===== src/rtl/tap_delay_pkg.sv =====
package tap_delay_pkg;
  // Widest tap index the control strobe can carry; depth must not exceed 2**TAP_FIELD_W.
  localparam int unsigned TAP_FIELD_W = 8;

  // Strobes passed from the control half to the datapath half.
  typedef struct packed {
    logic                   push;   // shift the stack on this edge
    logic [TAP_FIELD_W-1:0] tap;    // registered stage index for the output mux
  } tapCtrl_t;
endpackage


===== src/rtl/tap_delay_ctrl.sv =====
module tap_delay_ctrl
  import tap_delay_pkg::*;
#(
  parameter int unsigned DEPTH = 16,
  localparam int unsigned SELW = $clog2(DEPTH)
) (
  input  logic            clk,
  input  logic            rst,
  input  logic            pushEn,
  input  logic [SELW-1:0] tapSel,
  output tapCtrl_t        ctrl
);

  logic [SELW-1:0] tapQ;

  // Tap word is captured every clock, independent of the push enable.
  always_ff @(posedge clk) begin
    if (rst) tapQ <= '0;
    else     tapQ <= tapSel;
  end

  always_comb begin
    ctrl.push = pushEn & ~rst;
    ctrl.tap  = TAP_FIELD_W'(tapQ);
  end

  // tap register comes out of reset at zero
  assert_tap_reset_R1: assert property (@(posedge clk) disable iff (rst)
    $past(rst) |-> (ctrl.tap == '0));

  // tap seen by the datapath is the word presented one clock earlier
  assert_tap_latched_R6: assert property (@(posedge clk) disable iff (rst)
    1'b1 |=> (ctrl.tap == TAP_FIELD_W'($past(tapSel))));

endmodule


===== src/rtl/tap_delay_dp.sv =====
module tap_delay_dp
  import tap_delay_pkg::*;
#(
  parameter int unsigned WIDTH = 12,
  parameter int unsigned DEPTH = 16,
  localparam int unsigned SELW = $clog2(DEPTH)
) (
  input  logic             clk,
  input  logic             rst,
  input  tapCtrl_t         ctrl,
  input  logic [WIDTH-1:0] sampleIn,
  output logic [WIDTH-1:0] sampleOut
);

  logic [WIDTH-1:0] stageQ [DEPTH];
  logic [WIDTH-1:0] tapped;
  logic [WIDTH-1:0] outQ;

  // Shift stack: stage 0 takes the new sample, each deeper stage takes its neighbour.
  for (genvar g = 0; g < DEPTH; g++) begin : gStage
    if (g == 0) begin : gTop
      always_ff @(posedge clk) begin
        if (rst)            stageQ[g] <= '0;
        else if (ctrl.push) stageQ[g] <= sampleIn;
      end
    end else begin : gDeep
      always_ff @(posedge clk) begin
        if (rst)            stageQ[g] <= '0;
        else if (ctrl.push) stageQ[g] <= stageQ[g-1];
      end
    end
  end

  // Output mux driven by the registered tap, then a final output register.
  always_comb tapped = stageQ[ctrl.tap[SELW-1:0]];

  always_ff @(posedge clk) begin
    if (rst) outQ <= '0;
    else     outQ <= tapped;
  end

  assign sampleOut = outQ;

  // a clock without a push leaves both ends of the stack untouched
  assert_hold_R3: assert property (@(posedge clk) disable iff (rst)
    !ctrl.push |=> (stageQ[0] == $past(stageQ[0])) &&
                   (stageQ[DEPTH-1] == $past(stageQ[DEPTH-1])));

  // a push moves stage 0 into stage 1
  assert_shift_R2: assert property (@(posedge clk) disable iff (rst)
    ctrl.push |=> (stageQ[1] == $past(stageQ[0])));

  // tap 0 loads the top stage into the output
  assert_min_tap_R4: assert property (@(posedge clk) disable iff (rst)
    (ctrl.tap == '0) |=> (sampleOut == $past(stageQ[0])));

  // the deepest tap loads the bottom stage into the output
  assert_max_tap_R5: assert property (@(posedge clk) disable iff (rst)
    (ctrl.tap == TAP_FIELD_W'(DEPTH-1)) |=> (sampleOut == $past(stageQ[DEPTH-1])));

endmodule


===== src/rtl/tap_delay_line.sv =====
module tap_delay_line
  import tap_delay_pkg::*;
#(
  parameter int unsigned WIDTH = 12,
  parameter int unsigned DEPTH = 16
) (
  input  logic                     clk,
  input  logic                     rst,
  input  logic                     pushEn,
  input  logic [$clog2(DEPTH)-1:0] tapSel,
  input  logic [WIDTH-1:0]         sampleIn,
  output logic [WIDTH-1:0]         sampleOut
);

  tapCtrl_t ctrl;

  tap_delay_ctrl #(.DEPTH(DEPTH)) uCtrl (
    .clk    (clk),
    .rst    (rst),
    .pushEn (pushEn),
    .tapSel (tapSel),
    .ctrl   (ctrl)
  );

  tap_delay_dp #(.WIDTH(WIDTH), .DEPTH(DEPTH)) uDp (
    .clk       (clk),
    .rst       (rst),
    .ctrl      (ctrl),
    .sampleIn  (sampleIn),
    .sampleOut (sampleOut)
  );

endmodule


===== config.mk =====
export PLATFORM = sky130hd
export DESIGN_NAME = tap_delay_line
export DESIGN_NICKNAME = d
export VERILOG_FILES = /design/src/rtl/tap_delay_pkg.sv /design/src/rtl/tap_delay_ctrl.sv /design/src/rtl/tap_delay_dp.sv /design/src/rtl/tap_delay_line.sv
export SDC_FILE = /design/constraint.sdc
export NUM_CORES = 1
export LEC_CHECK = 0
export BUFFER_PORTS_ARGS = -buffer_cell sky130_fd_sc_hd__buf_2
export CORE_MARGIN = 2
export CORE_UTILIZATION = 65
export DETAILED_ROUTE_END_ITERATION = 16
export PLACE_DENSITY_LB_ADDON = 0.3
export REMOVE_ABC_BUFFERS = 1
export SLEW_MARGIN = 30
export SYNTH_ARGS = -nofsm -noshare
export SYNTH_HDL_FRONTEND = slang
export SYNTH_SLANG_ARGS = --single-unit

===== constraint.sdc =====
create_clock -name clk -period 9.45 [get_ports clk]
set_clock_uncertainty 0.1 [all_clocks]
set_input_delay 0.4725 -clock clk [delete_from_list [all_inputs] [get_ports clk]]
set_output_delay 0.4725 -clock clk [all_outputs]
set_load 0.005 [all_outputs]

==> results of run 1 <==
-- kinds of logic after synthesis --
logic type	after synthesis	synth area share, %
AO/OA/AOI/OAI	52	3.96
multiplexers	88	10.8
AND/OR/NAND/NOR	236	15.7
buffers and inverters	44	2.75
flip-flops	208	66.8
-- final timing paths --
| path | slack (ns) | cells after the start | end |
|---|---|---|---|
| worst min-delay path | 0.09 | 2 | uCtrl.tapQ[0] |
| worst max-delay path | 6.83 | 5 | uDp.sampleOut[10] |
| worst min register to register | 0.44 | 1 | uDp.stageQ[3][1] |
| worst max register to register | 6.83 | 5 | uDp.sampleOut[10] |
-- power groups by stage --
| stage | Sequential [mW] | Clock (mW) | Combinational (mW) |
|---|---|---|---|
| final | 1.10 | 0.838 | 0.127 |
| after global routing | 1.11 | 0.887 | 0.140 |
| after detailed placement | 1.12 | 0 | 0.128 |
| after global placement | 1.11 | 0 | 0.121 |
| after CTS | 1.10 | 0.852 | 0.129 |
| after floorplan | 1.11 | 0 | 0.0881 |
-- stage by stage --
stage	area (µm²)	hold WS [ns]	power (mW)	utilization, %	setup slack (ns)
after floorplan	8850	0.418	1.20	-	4.41
after global placement	9300	0.422	1.24	67.5	6.61
after detailed placement	9330	0.431	1.25	67.7	6.58
after CTS	10000	0.0764	2.08	72.9	6.56
after global routing	10100	0.0857	2.13	73.0	6.66
final	10100	0.0910	2.07	73.0	6.83
-- registers in the layout, summed over array words and instances, names as in the netlist --
register,cells
uDp.stageQ,192
uDp.sampleOut,12
uCtrl.tapQ,4
-- cells in the mapped netlist (all sizes together) --
cell type,count
a22oi,40
and2,193
buf,18
clkbuf,26
dfxtp,16
edfxtp,192
mux2i,80
mux4,8
nand2,12
nand2b,9
nand3,12
nor2,2
nor2b,7
o21ai,12
or2,1
-- final cells by class --
cell class | count | area [µm²]
Tap cell | 180 | 225
Multi-Input combinational cell | 376 | 2790
Fill cell | 909 | 3720
Clock buffer | 31 | 623
Sequential cell | 208 | 6090
Timing Repair Buffer | 38 | 241
Clock inverter | 7 | 86.3
-- routing by layer --
layer / GRT usage [%] / share of wire [%] / vias up
met5: 0 / 0 / -
met3: 3.11 / 6.2 / 33
li1: - / - / 2305
met2: 34.5 / 49 / 131
met4: 6.82 / 2.4 / 0
met1: 30.0 / 42 / 2445
-- critical path, cell delays in order (launching register included) --
cell	delay, ns
sky130_fd_sc_hd__dfxtp_4	0.73
sky130_fd_sc_hd__buf_6	0.64
sky130_fd_sc_hd__mux4_2	0.57
sky130_fd_sc_hd__nand2b_1	0.16
sky130_fd_sc_hd__nand3_1	0.12
sky130_fd_sc_hd__o21ai_0	0.10
-- cell usage in the layout, fill, tap and decap left out --
cell                        Yosys  final
sky130_fd_sc_hd__and2_1       193    193
sky130_fd_sc_hd__edfxtp_1     192    192
sky130_fd_sc_hd__mux2i_1       80     80
sky130_fd_sc_hd__a22oi_1       40     40
sky130_fd_sc_hd__buf_2          7     30
sky130_fd_sc_hd__clkbuf_16      0     21
sky130_fd_sc_hd__dfxtp_1       16     15
sky130_fd_sc_hd__nand2_1       12     12
sky130_fd_sc_hd__nand3_1       12     12
sky130_fd_sc_hd__nand2b_1       9      9
sky130_fd_sc_hd__o21ai_0        9      9
sky130_fd_sc_hd__mux4_2         8      8
sky130_fd_sc_hd__clkbuf_8       0      6
sky130_fd_sc_hd__nor2b_1        7      4
sky130_fd_sc_hd__clkbuf_1      26      4
sky130_fd_sc_hd__buf_4          2      4
sky130_fd_sc_hd__o21ai_1        3      3
sky130_fd_sc_hd__buf_6          7      3
sky130_fd_sc_hd__nor2b_2        0      2
sky130_fd_sc_hd__clkinv_1       0      2
sky130_fd_sc_hd__clkinv_2       0      2
sky130_fd_sc_hd__bufinv_16      0      2
sky130_fd_sc_hd__or2_4          0      1
sky130_fd_sc_hd__nor2b_4        0      1
sky130_fd_sc_hd__nor2_2         0      1
sky130_fd_sc_hd__nor2_1         2      1
sky130_fd_sc_hd__inv_6          0      1
sky130_fd_sc_hd__buf_16         0      1
sky130_fd_sc_hd__dfxtp_4        0      1
==> report_table.html, run 1 <==
<table>
<tr><th>Metric</th><th>Value</th></tr>
<tr><th colspan="2">STA</th></tr>
<tr><td>Share of the clock period used by the worst path after layout</td><td>27.7%</td></tr>
<tr><td>Final Hold Viols</td><td>0</td></tr>
<tr><td>Least-Margin Pin Slew</td><td>approximately 0.98 ns</td></tr>
<tr><td>Minimum clock period</td><td>2.62 ns</td></tr>
<tr><td>Unrepaired setup endpoints after global routing</td><td>no</td></tr>
<tr><td>Sum of negative setup slack</td><td>0 ns</td></tr>
<tr><td>Final max-slew violation count</td><td>0</td></tr>
<tr><td>Highest achievable clock rate</td><td>around 0.38 GHz</td></tr>
<tr><td>Final setup violating endpoints</td><td>0</td></tr>
<tr><td>Worst slew margin</td><td>around a third</td></tr>
<tr><th colspan="2">GRT</th></tr>
<tr><td>Global-route wire length before repair</td><td>24,800 µm</td></tr>
<tr><td>Remaining global-route overflow</td><td>0</td></tr>
<tr><td>Largest net degree at the start of global routing</td><td>about 110</td></tr>
<tr><td>Number of global-route vias before repair</td><td>slightly below 5,000</td></tr>
<tr><td>Initial antenna violation count</td><td>0</td></tr>
<tr><td>Total Routing Usage GR</td><td>21.2%</td></tr>
<tr><th colspan="2">Pwr</th></tr>
<tr><td>Total leakage power</td><td>~3.9 nW</td></tr>
<tr><td>Switching Fraction</td><td>20.8%</td></tr>
<tr><td>VDD IR max</td><td>between 150 and 200 µV</td></tr>
<tr><td>Share of power burned in registers</td><td>between 50% and 60%</td></tr>
<tr><td>Cell internal power dissipation</td><td>between 1.5 and 2 mW</td></tr>
<tr><td>Combinational cell fraction of total power</td><td>approximately 6.2%</td></tr>
<tr><td>Share of power burned in the clock network</td><td>40.6%</td></tr>
<tr><td>Cell Pwr Density</td><td>between 200 and 250 nW/µm²</td></tr>
<tr><td>Switching power</td><td>between 0.4 and 0.5 mW</td></tr>
<tr><th colspan="2">Clock network</th></tr>
<tr><td>Clock sink total</td><td>approximately 210</td></tr>
<tr><td>Clock tree from TritonCTS</td><td>yes</td></tr>
<tr><td>Post-CTS Setup Repair Bufs</td><td>0</td></tr>
<tr><td>Clock Root Buffer</td><td>sky130_fd_sc_hd__clkbuf_16</td></tr>
<tr><td>Hold_buf cts</td><td>0</td></tr>
<tr><td>Maximum buffer depth of the clock tree</td><td>3</td></tr>
<tr><td>Post-CTS resize count</td><td>0</td></tr>
<tr><td>Clock insertion delay at the later pin of the skew report</td><td>roughly 0.49 ns</td></tr>
<tr><td>Worst-path clk slew</td><td>approximately 0.06 ns</td></tr>
<tr><td>Number of buffers created by CTS</td><td>21</td></tr>
<tr><td>Number of H-tree levels</td><td>1</td></tr>
<tr><th colspan="2">Routing</th></tr>
<tr><td>Total iterations of the first detailed-routing run</td><td>5</td></tr>
<tr><td>Detailed-route wire length</td><td>15,300 µm</td></tr>
<tr><td>Vias after detailed routing</td><td>approximately 4,900</td></tr>
<tr><td>Post-DR vias/cell</td><td>5.85</td></tr>
<tr><td>Antenna violation net count after detailed routing</td><td>0</td></tr>
<tr><td>Initial drt markers</td><td>447</td></tr>
<tr><td>Avg WL per Cell</td><td>18.2 µm</td></tr>
<tr><td>Drc violations</td><td>0</td></tr>
<tr><th colspan="2">Synth</th></tr>
<tr><td>Post-synth top area share</td><td>between 60% and 70%</td></tr>
<tr><td>Number of synthesized register bits</td><td>between 200 and 250</td></tr>
<tr><td>Portion of the post-synthesis area used by sequential elements</td><td>66.8%</td></tr>
<tr><td>Top cells by area in the synthesized netlist</td><td>sky130_fd_sc_hd__edfxtp_1, sky130_fd_sc_hd__and2_1, sky130_fd_sc_hd__mux2i_1, sky130_fd_sc_hd__dfxtp_1, sky130_fd_sc_hd__a22oi_1</td></tr>
<tr><td>Post-synthesis cell type with the largest combined area</td><td>sky130_fd_sc_hd__edfxtp_1</td></tr>
<tr><td>Combined area of all synthesized cells</td><td>between 9000 and 10,000 µm²</td></tr>
<tr><td>Synth warn</td><td>0</td></tr>
<tr><td>Count of different cell masters after synthesis</td><td>20</td></tr>
<tr><td>Post-Syn Instances</td><td>approximately 630</td></tr>
<tr><td>Mean post-synth cell area</td><td>14.5 µm²</td></tr>
<tr><th colspan="2">Floorplanning</th></tr>
<tr><td>Effective utilization at floorplan</td><td>between 60 and 70%</td></tr>
<tr><td>Die X</td><td>roughly 120 µm</td></tr>
<tr><td>Boundary pin count</td><td>31</td></tr>
<tr><td>Count of standard-cell rows</td><td>between 40 and 50</td></tr>
<tr><td>Floorplan die height</td><td>approximately 120 µm</td></tr>
<tr><td>Full die area</td><td>between 10,000 and 15,000 µm²</td></tr>
<tr><td>Core area</td><td>approximately 14,000 µm²</td></tr>
<tr><th colspan="2">Worst setup path</th></tr>
<tr><td>Data required time at the worst endpoint</td><td>9.68 ns</td></tr>
<tr><td>Worst Setup Start Kind</td><td>flop</td></tr>
<tr><td>Crit Path Class</td><td>flop to flop</td></tr>
<tr><td>Reg-to-reg startpoint</td><td>uCtrl.tapQ[0]</td></tr>
<tr><td>Worst-path fanout max</td><td>56</td></tr>
<tr><td>Category of the worst setup path capture point</td><td>flop</td></tr>
<tr><td>Crit path DAT</td><td>roughly 2.9 ns</td></tr>
<tr><td>Launching element of the worst setup path</td><td>uCtrl.tapQ[0]</td></tr>
<tr><th colspan="2">Flow run</th></tr>
<tr><td>Maximum capacitance violations</td><td>0</td></tr>
<tr><th colspan="2">Placed design</th></tr>
<tr><td>Number of cells after detailed placement</td><td>around 800</td></tr>
<tr><td>Final GP Congestion</td><td>0.720</td></tr>
<tr><td>IO Port Bufs</td><td>30</td></tr>
<tr><td>Detail Placement HPWL</td><td>approximately 8500 µm</td></tr>
<tr><th colspan="2">Final layout</th></tr>
<tr><td>P&amp;R area growth vs syn</td><td>10.4%</td></tr>
<tr><td>Antenna fix cells</td><td>0</td></tr>
<tr><td>Number of nets at the end of the flow</td><td>~660</td></tr>
<tr><td>Count of placed standard cells in the final layout, fillers left out</td><td>840</td></tr>
<tr><td>Fraction of final layout cells with drive strength greater than 1</td><td>about 13%</td></tr>
<tr><th colspan="2">Status</th></tr>
<tr><td>Result of the run</td><td>finished clean</td></tr>
<tr><th colspan="2">Hold path</th></tr>
<tr><td>Hold path startpoint</td><td>tapSel[0]</td></tr>
<tr><td>Class of the most critical hold timing path</td><td>input port to flop</td></tr>
</table>
No activity file was read; power rests on OpenSTA's default activity.
==> run 2: changes to the inputs <==
--- a/config.mk
+++ b/config.mk
@@ -7,7 +7,7 @@
 export LEC_CHECK = 0
 export BUFFER_PORTS_ARGS = -buffer_cell sky130_fd_sc_hd__buf_2
 export CORE_MARGIN = 2
-export CORE_UTILIZATION = 65
+export CORE_UTILIZATION = 62
 export DETAILED_ROUTE_END_ITERATION = 16
 export PLACE_DENSITY_LB_ADDON = 0.3
 export REMOVE_ABC_BUFFERS = 1
==> constraint.sdc (replaced) <==
create_clock -name clk -period 2.6 [get_ports clk]
set_clock_uncertainty 0.1 [all_clocks]
set_input_delay 0.13 -clock clk [delete_from_list [all_inputs] [get_ports clk]]
set_output_delay 0.13 -clock clk [all_outputs]
set_load 0.005 [all_outputs]
==> report_table.html, run 2 (same netlist as run 1, synthesis figures left out) <==
<table>
<tr><th>Metric</th><th>Value</th></tr>
<tr><th colspan="2">Floorplanning</th></tr>
<tr><td>Effective utilization at floorplan</td><td>63.1% (-3.0 points)</td></tr>
<tr><td>Count of standard-cell rows</td><td>44 (+2.3%)</td></tr>
<tr><td>Die X</td><td>125 µm (+2.3%)</td></tr>
<tr><td>Full die area</td><td>15,700 µm² (+4.7%)</td></tr>
<tr><td>Floorplan die height</td><td>125 µm (+2.3%)</td></tr>
<tr><td>Core area</td><td>14,400 µm² (+4.7%)</td></tr>
<tr><td>Boundary pin count</td><td>31 (unchanged)</td></tr>
<tr><th colspan="2">Routing</th></tr>
<tr><td>Detailed-route wire length</td><td>16,200 µm (+5.8%)</td></tr>
<tr><td>Avg WL per Cell</td><td>18.4 µm (+1.1%)</td></tr>
<tr><td>Total iterations of the first detailed-routing run</td><td>7 (+2)</td></tr>
<tr><td>Initial drt markers</td><td>414 (-7.4%)</td></tr>
<tr><td>Drc violations</td><td>0 (unchanged)</td></tr>
<tr><td>Antenna violation net count after detailed routing</td><td>0 (unchanged)</td></tr>
<tr><td>Vias after detailed routing</td><td>5,029 (+2.3%)</td></tr>
<tr><td>Post-DR vias/cell</td><td>5.72 (-2.2%)</td></tr>
<tr><th colspan="2">Hold path</th></tr>
<tr><td>Hold path startpoint</td><td>rst</td></tr>
<tr><td>Hold path cells</td><td>5 (+3)</td></tr>
<tr><td>Class of the most critical hold timing path</td><td>input port to flop</td></tr>
<tr><td>Capture endpoint of the worst hold path</td><td>uDp.sampleOut[11]</td></tr>
<tr><th colspan="2">STA</th></tr>
<tr><td>Final max-slew violation count</td><td>0 (unchanged)</td></tr>
<tr><td>Worst slew margin</td><td>44.4% (+10 points)</td></tr>
<tr><td>Final setup violating endpoints</td><td>0 (unchanged)</td></tr>
<tr><td>Final Hold Viols</td><td>0 (unchanged)</td></tr>
<tr><td>Least-Margin Pin Slew</td><td>0.833 ns (-0.145 ns)</td></tr>
<tr><td>Unrepaired setup endpoints after global routing</td><td>no</td></tr>
<tr><td>Minimum clock period</td><td>1.86 ns (-0.756 ns)</td></tr>
<tr><td>Share of the clock period used by the worst path after layout</td><td>71.7% (+44 points)</td></tr>
<tr><td>Sum of negative setup slack</td><td>0 ns (unchanged)</td></tr>
<tr><td>Highest achievable clock rate</td><td>0.537 GHz (+41%)</td></tr>
<tr><td>Final hold slack</td><td>0.157 ns (+0.0656 ns)</td></tr>
<tr><td>Final critical-path setup slack</td><td>0.736 ns (-6.09 ns)</td></tr>
<tr><th colspan="2">Worst setup path</th></tr>
<tr><td>Category of the worst setup path capture point</td><td>flop</td></tr>
<tr><td>Worst-path fanout max</td><td>24 (-57%)</td></tr>
<tr><td>FF-to-FF setup slack</td><td>0.74 ns (-6.09 ns)</td></tr>
<tr><td>Capture instance of the worst register-to-register path</td><td>uDp.sampleOut[0]</td></tr>
<tr><td>Cell depth of the worst flop-to-flop path</td><td>4 (-1)</td></tr>
<tr><td>Crit path DAT</td><td>2.11 ns (-0.74 ns)</td></tr>
<tr><td>Reg-to-reg startpoint</td><td>uCtrl.tapQ[0]</td></tr>
<tr><td>Data required time at the worst endpoint</td><td>2.85 ns (-6.83 ns)</td></tr>
<tr><td>Crit Path Class</td><td>flop to flop</td></tr>
<tr><td>Worst Setup Start Kind</td><td>flop</td></tr>
<tr><th colspan="2">Clock network</th></tr>
<tr><td>Clock Root Buffer</td><td>sky130_fd_sc_hd__clkbuf_16</td></tr>
<tr><td>Clock insertion delay at the later pin of the skew report</td><td>0.52 ns (+0.03 ns)</td></tr>
<tr><td>Maximum buffer depth of the clock tree</td><td>3 (unchanged)</td></tr>
<tr><td>Number of buffers created by CTS</td><td>23 (+9.5%)</td></tr>
<tr><td>Worst-path clk slew</td><td>0.06 ns (about the same)</td></tr>
<tr><td>Number of H-tree levels</td><td>1 (unchanged)</td></tr>
<tr><td>Clock tree from TritonCTS</td><td>yes</td></tr>
<tr><td>Clock sink total</td><td>208 (unchanged)</td></tr>
<tr><th colspan="2">Pwr</th></tr>
<tr><td>Cell Pwr Density</td><td>736 nW/µm² (+260%)</td></tr>
<tr><td>VDD IR max</td><td>556 µV (+200%)</td></tr>
<tr><td>Share of power burned in registers</td><td>52.4% (-0.9 points)</td></tr>
<tr><td>Share of power burned in the clock network</td><td>41.0% (+0.4 points)</td></tr>
<tr><td>Switching power</td><td>1.65 mW (+280%)</td></tr>
<tr><td>Combinational cell fraction of total power</td><td>6.7% (+0.5 points)</td></tr>
<tr><td>Switching Fraction</td><td>21.6% (+0.75 points)</td></tr>
<tr><td>Total leakage power</td><td>4.03 nW (+4.0%)</td></tr>
<tr><td>Cell internal power dissipation</td><td>5.98 mW (+270%)</td></tr>
<tr><th colspan="2">Placed design</th></tr>
<tr><td>Detail Placement HPWL</td><td>9120 µm (+7.3%)</td></tr>
<tr><td>IO Port Bufs</td><td>30 (unchanged)</td></tr>
<tr><td>Final GP Congestion</td><td>0.807 (+12%)</td></tr>
<tr><td>Setup slack at placement</td><td>0.755 ns (-5.82 ns)</td></tr>
<tr><th colspan="2">GRT</th></tr>
<tr><td>Total Routing Usage GR</td><td>21.1% (-0.12 points)</td></tr>
<tr><td>Remaining global-route overflow</td><td>0 (unchanged)</td></tr>
<tr><td>Largest net degree at the start of global routing</td><td>138 (+23%)</td></tr>
<tr><td>Global-route wire length before repair</td><td>26,900 µm (+8.1%)</td></tr>
<tr><td>Number of global-route vias before repair</td><td>5,210 (+5.6%)</td></tr>
<tr><td>Initial antenna violation count</td><td>0 (unchanged)</td></tr>
<tr><th colspan="2">Final layout</th></tr>
<tr><td>Fraction of final layout cells with drive strength greater than 1</td><td>13.5% (+0.80 points)</td></tr>
<tr><td>Most frequent standard cell in the layout excluding fill and tap cells</td><td>sky130_fd_sc_hd__and2_1</td></tr>
<tr><td>Number of nets at the end of the flow</td><td>697 (+5.0%)</td></tr>
<tr><td>Filler cell count in the final layout</td><td>896 (-1.4%)</td></tr>
<tr><td>Commonest non-fill, non-tap cells in the layout</td><td>sky130_fd_sc_hd__and2_1, sky130_fd_sc_hd__edfxtp_1, sky130_fd_sc_hd__mux2i_1</td></tr>
<tr><td>Reg with most FFs</td><td>uDp.stageQ</td></tr>
<tr><td>Largest register FFs</td><td>192 (unchanged)</td></tr>
<tr><td>Antenna fix cells</td><td>0 (unchanged)</td></tr>
<tr><td>Final standard cell utilization of the core</td><td>71.9% (-1.1 points)</td></tr>
<tr><td>P&amp;R area growth vs syn</td><td>13.9%</td></tr>
<tr><th colspan="2">Flow run</th></tr>
<tr><td>Maximum capacitance violations</td><td>0 (unchanged)</td></tr>
<tr><th colspan="2">Status</th></tr>
<tr><td>Result of the run</td><td>finished clean</td></tr>
</table>
[run 2: worst max-delay path, cell delays in order, from the launching register on]
cell                       delay, ns
sky130_fd_sc_hd__dfxtp_4        0.63
sky130_fd_sc_hd__mux4_2         0.56
sky130_fd_sc_hd__nand2b_1       0.15
sky130_fd_sc_hd__nand3_1        0.14
sky130_fd_sc_hd__o21ai_0        0.11
[run 2: power by group through the flow]
stage | clock, mW | sequential (mW) | combinational (mW)
after floorplan | 0 | 4.05 | 0.320
after global placement | 0 | 4.05 | 0.474
after detailed placement | 0 | 4.06 | 0.487
after CTS | 3.18 | 3.99 | 0.512
after global routing | 3.31 | 4.02 | 0.563
final | 3.12 | 3.99 | 0.509
[run 2: final cells by class]
type	count	area [µm²]	area share, %
repair buffers	69	531	5.12
clock buffers	36	664	6.41
clock inverters	6	71.3	0.688
multi-input cells	376	2780	26.8
well taps	184	230	2.22
flip-flops and latches	208	6090	58.7
[run 2: per-layer routing]
layer | vias up | wire length, µm | GRT usage, %
met5 | - | 0 | 0
met4 | 0 | 372 | 5.88
met3 | 35 | 748 | 3.77
met2 | 123 | 7600 | 32.9
met1 | 2494 | 7440 | 31.2
li1 | 2377 | - | -
[run 2: how the worst max path moves through the flow]
stage,from,slack (ns),end,cells after the start
final,uCtrl.tapQ[0],0.74,uDp.sampleOut[0],4
after global routing,uCtrl.tapQ[0],0.60,uDp.sampleOut[2],5
after CTS,uCtrl.tapQ[0],0.73,uDp.sampleOut[0],4
after detailed placement,uCtrl.tapQ[0],0.75,uDp.sampleOut[7],5
after global placement,uCtrl.tapQ[0],0.79,uDp.sampleOut[0],4
after floorplan,rst,-2.10,uDp.stageQ[0][0],2
[run 2: repair_timing]
item	CTS	global route
hold endpoints to repair	16	0
gates resized for setup	0	0
hold buffers	20	0
setup buffers	0	0
[run 2: stage by stage]
step | instances | area [µm²] | power [mW]
2_1_floorplan | 584 | 8850 | 4.37
3_3_place_gp | 817 | 9430 | 4.52
3_5_place_dp | 817 | 9430 | 4.55
4_1_cts | 879 | 10400 | 7.68
5_1_grt | 879 | 10400 | 7.90
6_report | 879 | 10400 | 7.63
==> run 3: changes to the inputs <==
--- a/config.mk
+++ b/config.mk
@@ -7,7 +7,7 @@
 export LEC_CHECK = 0
 export BUFFER_PORTS_ARGS = -buffer_cell sky130_fd_sc_hd__buf_2
 export CORE_MARGIN = 2
-export CORE_UTILIZATION = 62
+export CORE_UTILIZATION = 56
 export DETAILED_ROUTE_END_ITERATION = 16
 export PLACE_DENSITY_LB_ADDON = 0.3
 export REMOVE_ABC_BUFFERS = 1
==> constraint.sdc (replaced) <==
create_clock -name clk -period 1.6 [get_ports clk]
set_clock_uncertainty 0.1 [all_clocks]
set_input_delay 0.08 -clock clk [delete_from_list [all_inputs] [get_ports clk]]
set_output_delay 0.08 -clock clk [all_outputs]
set_load 0.005 [all_outputs]
==> report_table.html, run 3 (same netlist as run 1, synthesis figures left out) <==
<table>
<tr><th>Metric</th><th>Value</th></tr>
<tr><th colspan="2">Status</th></tr>
<tr><td>Result of the run</td><td>finished clean</td></tr>
<tr><th colspan="2">Routing</th></tr>
<tr><td>Antenna violation net count after detailed routing</td><td>0 (unchanged)</td></tr>
<tr><td>Avg WL per Cell</td><td>18.1 µm (-1.6%)</td></tr>
<tr><td>Initial drt markers</td><td>400 (-3.4%)</td></tr>
<tr><td>Vias after detailed routing</td><td>5,090 (+1.2%)</td></tr>
<tr><td>Total iterations of the first detailed-routing run</td><td>5 (-2)</td></tr>
<tr><td>Drc violations</td><td>0 (unchanged)</td></tr>
<tr><td>Detailed-route wire length</td><td>16,700 µm (+3.3%)</td></tr>
<tr><td>Post-DR vias/cell</td><td>5.51 (-3.6%)</td></tr>
<tr><th colspan="2">Clock network</th></tr>
<tr><td>Clock Root Buffer</td><td>sky130_fd_sc_hd__clkbuf_16</td></tr>
<tr><td>Maximum buffer depth of the clock tree</td><td>3 (unchanged)</td></tr>
<tr><td>Worst-path clk slew</td><td>0.06 ns (about the same)</td></tr>
<tr><td>Clock tree from TritonCTS</td><td>yes</td></tr>
<tr><td>Number of H-tree levels</td><td>1 (unchanged)</td></tr>
<tr><td>Clock sink total</td><td>208 (unchanged)</td></tr>
<tr><td>Number of buffers created by CTS</td><td>22 (-4.3%)</td></tr>
<tr><td>Clock insertion delay at the later pin of the skew report</td><td>0.50 ns (-0.02 ns)</td></tr>
<tr><th colspan="2">Final layout</th></tr>
<tr><td>Count of placed standard cells in the final layout, fillers left out</td><td>923 (+5.0%)</td></tr>
<tr><td>Number of nets at the end of the flow</td><td>710 (+1.9%)</td></tr>
<tr><td>Most frequent standard cell in the layout excluding fill and tap cells</td><td>sky130_fd_sc_hd__and2_1</td></tr>
<tr><td>Final standard cell utilization of the core</td><td>66.7% (-5.1 points)</td></tr>
<tr><td>Filler cell count in the final layout</td><td>1,144 (+28%)</td></tr>
<tr><td>Antenna fix cells</td><td>0 (unchanged)</td></tr>
<tr><td>Commonest non-fill, non-tap cells in the layout</td><td>sky130_fd_sc_hd__and2_1, sky130_fd_sc_hd__edfxtp_1, sky130_fd_sc_hd__mux2i_1</td></tr>
<tr><td>Reg with most FFs</td><td>uDp.stageQ</td></tr>
<tr><td>Combined area of the multi-input logic cells</td><td>2800 µm² (+0.72%)</td></tr>
<tr><td>Largest register FFs</td><td>192 (unchanged)</td></tr>
<tr><td>Area of all sequential standard cells</td><td>6090 µm² (about the same)</td></tr>
<tr><td>P&amp;R area growth vs syn</td><td>16.5%</td></tr>
<tr><td>Fraction of final layout cells with drive strength greater than 1</td><td>15.4% (+1.9 points)</td></tr>
<tr><th colspan="2">Placed design</th></tr>
<tr><td>IO Port Bufs</td><td>30 (unchanged)</td></tr>
<tr><td>Detail Placement HPWL</td><td>9320 µm (+2.2%)</td></tr>
<tr><td>Number of cells after detailed placement</td><td>854 (+4.5%)</td></tr>
<tr><td>Setup slack at placement</td><td>0.0399 ns (-0.715 ns)</td></tr>
<tr><td>Final GP Congestion</td><td>0.733 (-9.2%)</td></tr>
<tr><th colspan="2">Worst setup path</th></tr>
<tr><td>Category of the worst setup path capture point</td><td>flop</td></tr>
<tr><td>Worst-path fanout max</td><td>10 (-58%)</td></tr>
<tr><td>Crit path DAT</td><td>1.82 ns (-0.29 ns)</td></tr>
<tr><td>Worst Setup Start Kind</td><td>flop</td></tr>
<tr><td>Crit Path Class</td><td>flop to flop</td></tr>
<tr><td>Cell depth of the worst flop-to-flop path</td><td>5 (+1)</td></tr>
<tr><td>Data required time at the worst endpoint</td><td>1.86 ns (-0.99 ns)</td></tr>
<tr><th colspan="2">Pwr</th></tr>
<tr><td>Cell internal power dissipation</td><td>9.40 mW (+57%)</td></tr>
<tr><td>Combinational cell fraction of total power</td><td>7.7% (+1.0 points)</td></tr>
<tr><td>Share of power burned in the clock network</td><td>38.5% (-2.5 points)</td></tr>
<tr><td>Switching Fraction</td><td>21.9% (+0.35 points)</td></tr>
<tr><td>Switching power</td><td>2.64 mW (+60%)</td></tr>
<tr><td>Share of power burned in registers</td><td>53.8% (+1.4 points)</td></tr>
<tr><td>VDD IR max</td><td>1020 µV (+84%)</td></tr>
<tr><td>Total leakage power</td><td>4.11 nW (+2.1%)</td></tr>
<tr><td>Cell Pwr Density</td><td>1140 nW/µm² (+54%)</td></tr>
<tr><th colspan="2">STA</th></tr>
<tr><td>Final hold slack</td><td>0.0329 ns (-0.124 ns)</td></tr>
<tr><td>Final Hold Viols</td><td>0 (unchanged)</td></tr>
<tr><td>Final max-slew violation count</td><td>0 (unchanged)</td></tr>
<tr><td>Minimum clock period</td><td>1.56 ns (-0.303 ns)</td></tr>
<tr><td>Unrepaired setup endpoints after global routing</td><td>yes</td></tr>
<tr><td>Worst slew margin</td><td>71.1% (+27 points)</td></tr>
<tr><td>Final critical-path setup slack</td><td>0.0397 ns (-0.697 ns)</td></tr>
<tr><td>Least-Margin Pin Slew</td><td>0.434 ns (-0.400 ns)</td></tr>
<tr><td>Sum of negative setup slack</td><td>0 ns (unchanged)</td></tr>
<tr><td>Share of the clock period used by the worst path after layout</td><td>97.5% (+26 points)</td></tr>
<tr><td>Highest achievable clock rate</td><td>0.641 GHz (+19%)</td></tr>
<tr><td>Final setup violating endpoints</td><td>0 (unchanged)</td></tr>
<tr><th colspan="2">GRT</th></tr>
<tr><td>Initial antenna violation count</td><td>0 (unchanged)</td></tr>
<tr><td>Largest net degree at the start of global routing</td><td>129 (-6.5%)</td></tr>
<tr><td>Number of global-route vias before repair</td><td>5,155 (-1.1%)</td></tr>
<tr><td>Remaining global-route overflow</td><td>0 (unchanged)</td></tr>
<tr><td>Global-route wire length before repair</td><td>26,900 µm (unchanged)</td></tr>
<tr><td>Total Routing Usage GR</td><td>19.0% (-2.1 points)</td></tr>
<tr><th colspan="2">Floorplanning</th></tr>
<tr><td>Boundary pin count</td><td>31 (unchanged)</td></tr>
<tr><td>Floorplan die height</td><td>132 µm (+5.1%)</td></tr>
<tr><td>Core area</td><td>15,900 µm² (+10%)</td></tr>
<tr><td>Count of standard-cell rows</td><td>46 (+4.5%)</td></tr>
<tr><td>Effective utilization at floorplan</td><td>57.3% (-5.8 points)</td></tr>
<tr><td>Full die area</td><td>17,300 µm² (+10%)</td></tr>
<tr><td>Die X</td><td>132 µm (+5.1%)</td></tr>
<tr><th colspan="2">Hold path</th></tr>
<tr><td>Hold path cells</td><td>2 (-3)</td></tr>
<tr><td>Class of the most critical hold timing path</td><td>input port to flop</td></tr>
<tr><th colspan="2">Flow run</th></tr>
<tr><td>Maximum capacitance violations</td><td>0 (unchanged)</td></tr>
</table>
-- run 3: cell count changes in the layout (fill, tap and decap cells not counted), sizes merged --
cell,before,now
inv,1,0
dlygate4sd3,20,21
clkinv,3,7
bufinv,1,0
buf,49,60
clkbuf,36,34
-- run 3: metrics by stage --
stage / area (µm²) / power, mW
3_5_place_dp: 9610 / 7.44
6_report: 10600 / 12.0
5_1_grt: 10600 / 12.5
3_3_place_gp: 9610 / 7.39
4_1_cts: 10500 / 12.1
2_1_floorplan: 8850 / 7.10
-- run 3: worst paths after layout --
path | startpoint | to | slack, ns
hold reg to reg | uDp.stageQ[3][5] | uDp.stageQ[4][5] | 0.45
hold / removal | rst | uDp.stageQ[0][8] | 0.03
setup reg to reg | uCtrl.tapQ[0] | uDp.sampleOut[5] | 0.04
setup / recovery | uCtrl.tapQ[0] | uDp.sampleOut[5] | 0.04
-- run 3: critical path, stage by stage (launching register included) --
cell                       delay, ns
sky130_fd_sc_hd__dfxtp_4        0.39
sky130_fd_sc_hd__buf_12         0.14
sky130_fd_sc_hd__mux4_2         0.48
sky130_fd_sc_hd__nand2b_1       0.15
sky130_fd_sc_hd__nand3_1        0.07
sky130_fd_sc_hd__o21ai_0        0.09
-- run 3: power by group through the flow --
stage	Clock, mW	Combinational (mW)	Sequential (mW)
4_1_cts	4.71	0.896	6.48
5_1_grt	4.94	1.02	6.52
3_5_place_dp	0	0.852	6.59
6_report	4.63	0.928	6.48
3_3_place_gp	0	0.819	6.57
2_1_floorplan	0	0.520	6.58
-- run 3: timing repair --
item	in CTS	in global routing
gates resized for setup	0	9
hold endpoints to repair	19	0
hold buffers	21	0
buffers inserted	0	6
setup endpoints to repair	0	10
-- run 3: layer usage --
layer / GRT usage [%] / share of wire [%]
met3: 2.82 / 4.8
met5: 0 / 0
met1: 27.9 / 46
met2: 30.4 / 48
met4: 4.53 / 1.3
-- run 3: final cells by class --
type	count	area share, %
repair buffers	83	7.43
multi-input cells	376	26.4
well taps	216	2.55
clock buffers	32	5.75
clock inverters	8	0.378
flip-flops and latches	208	57.5
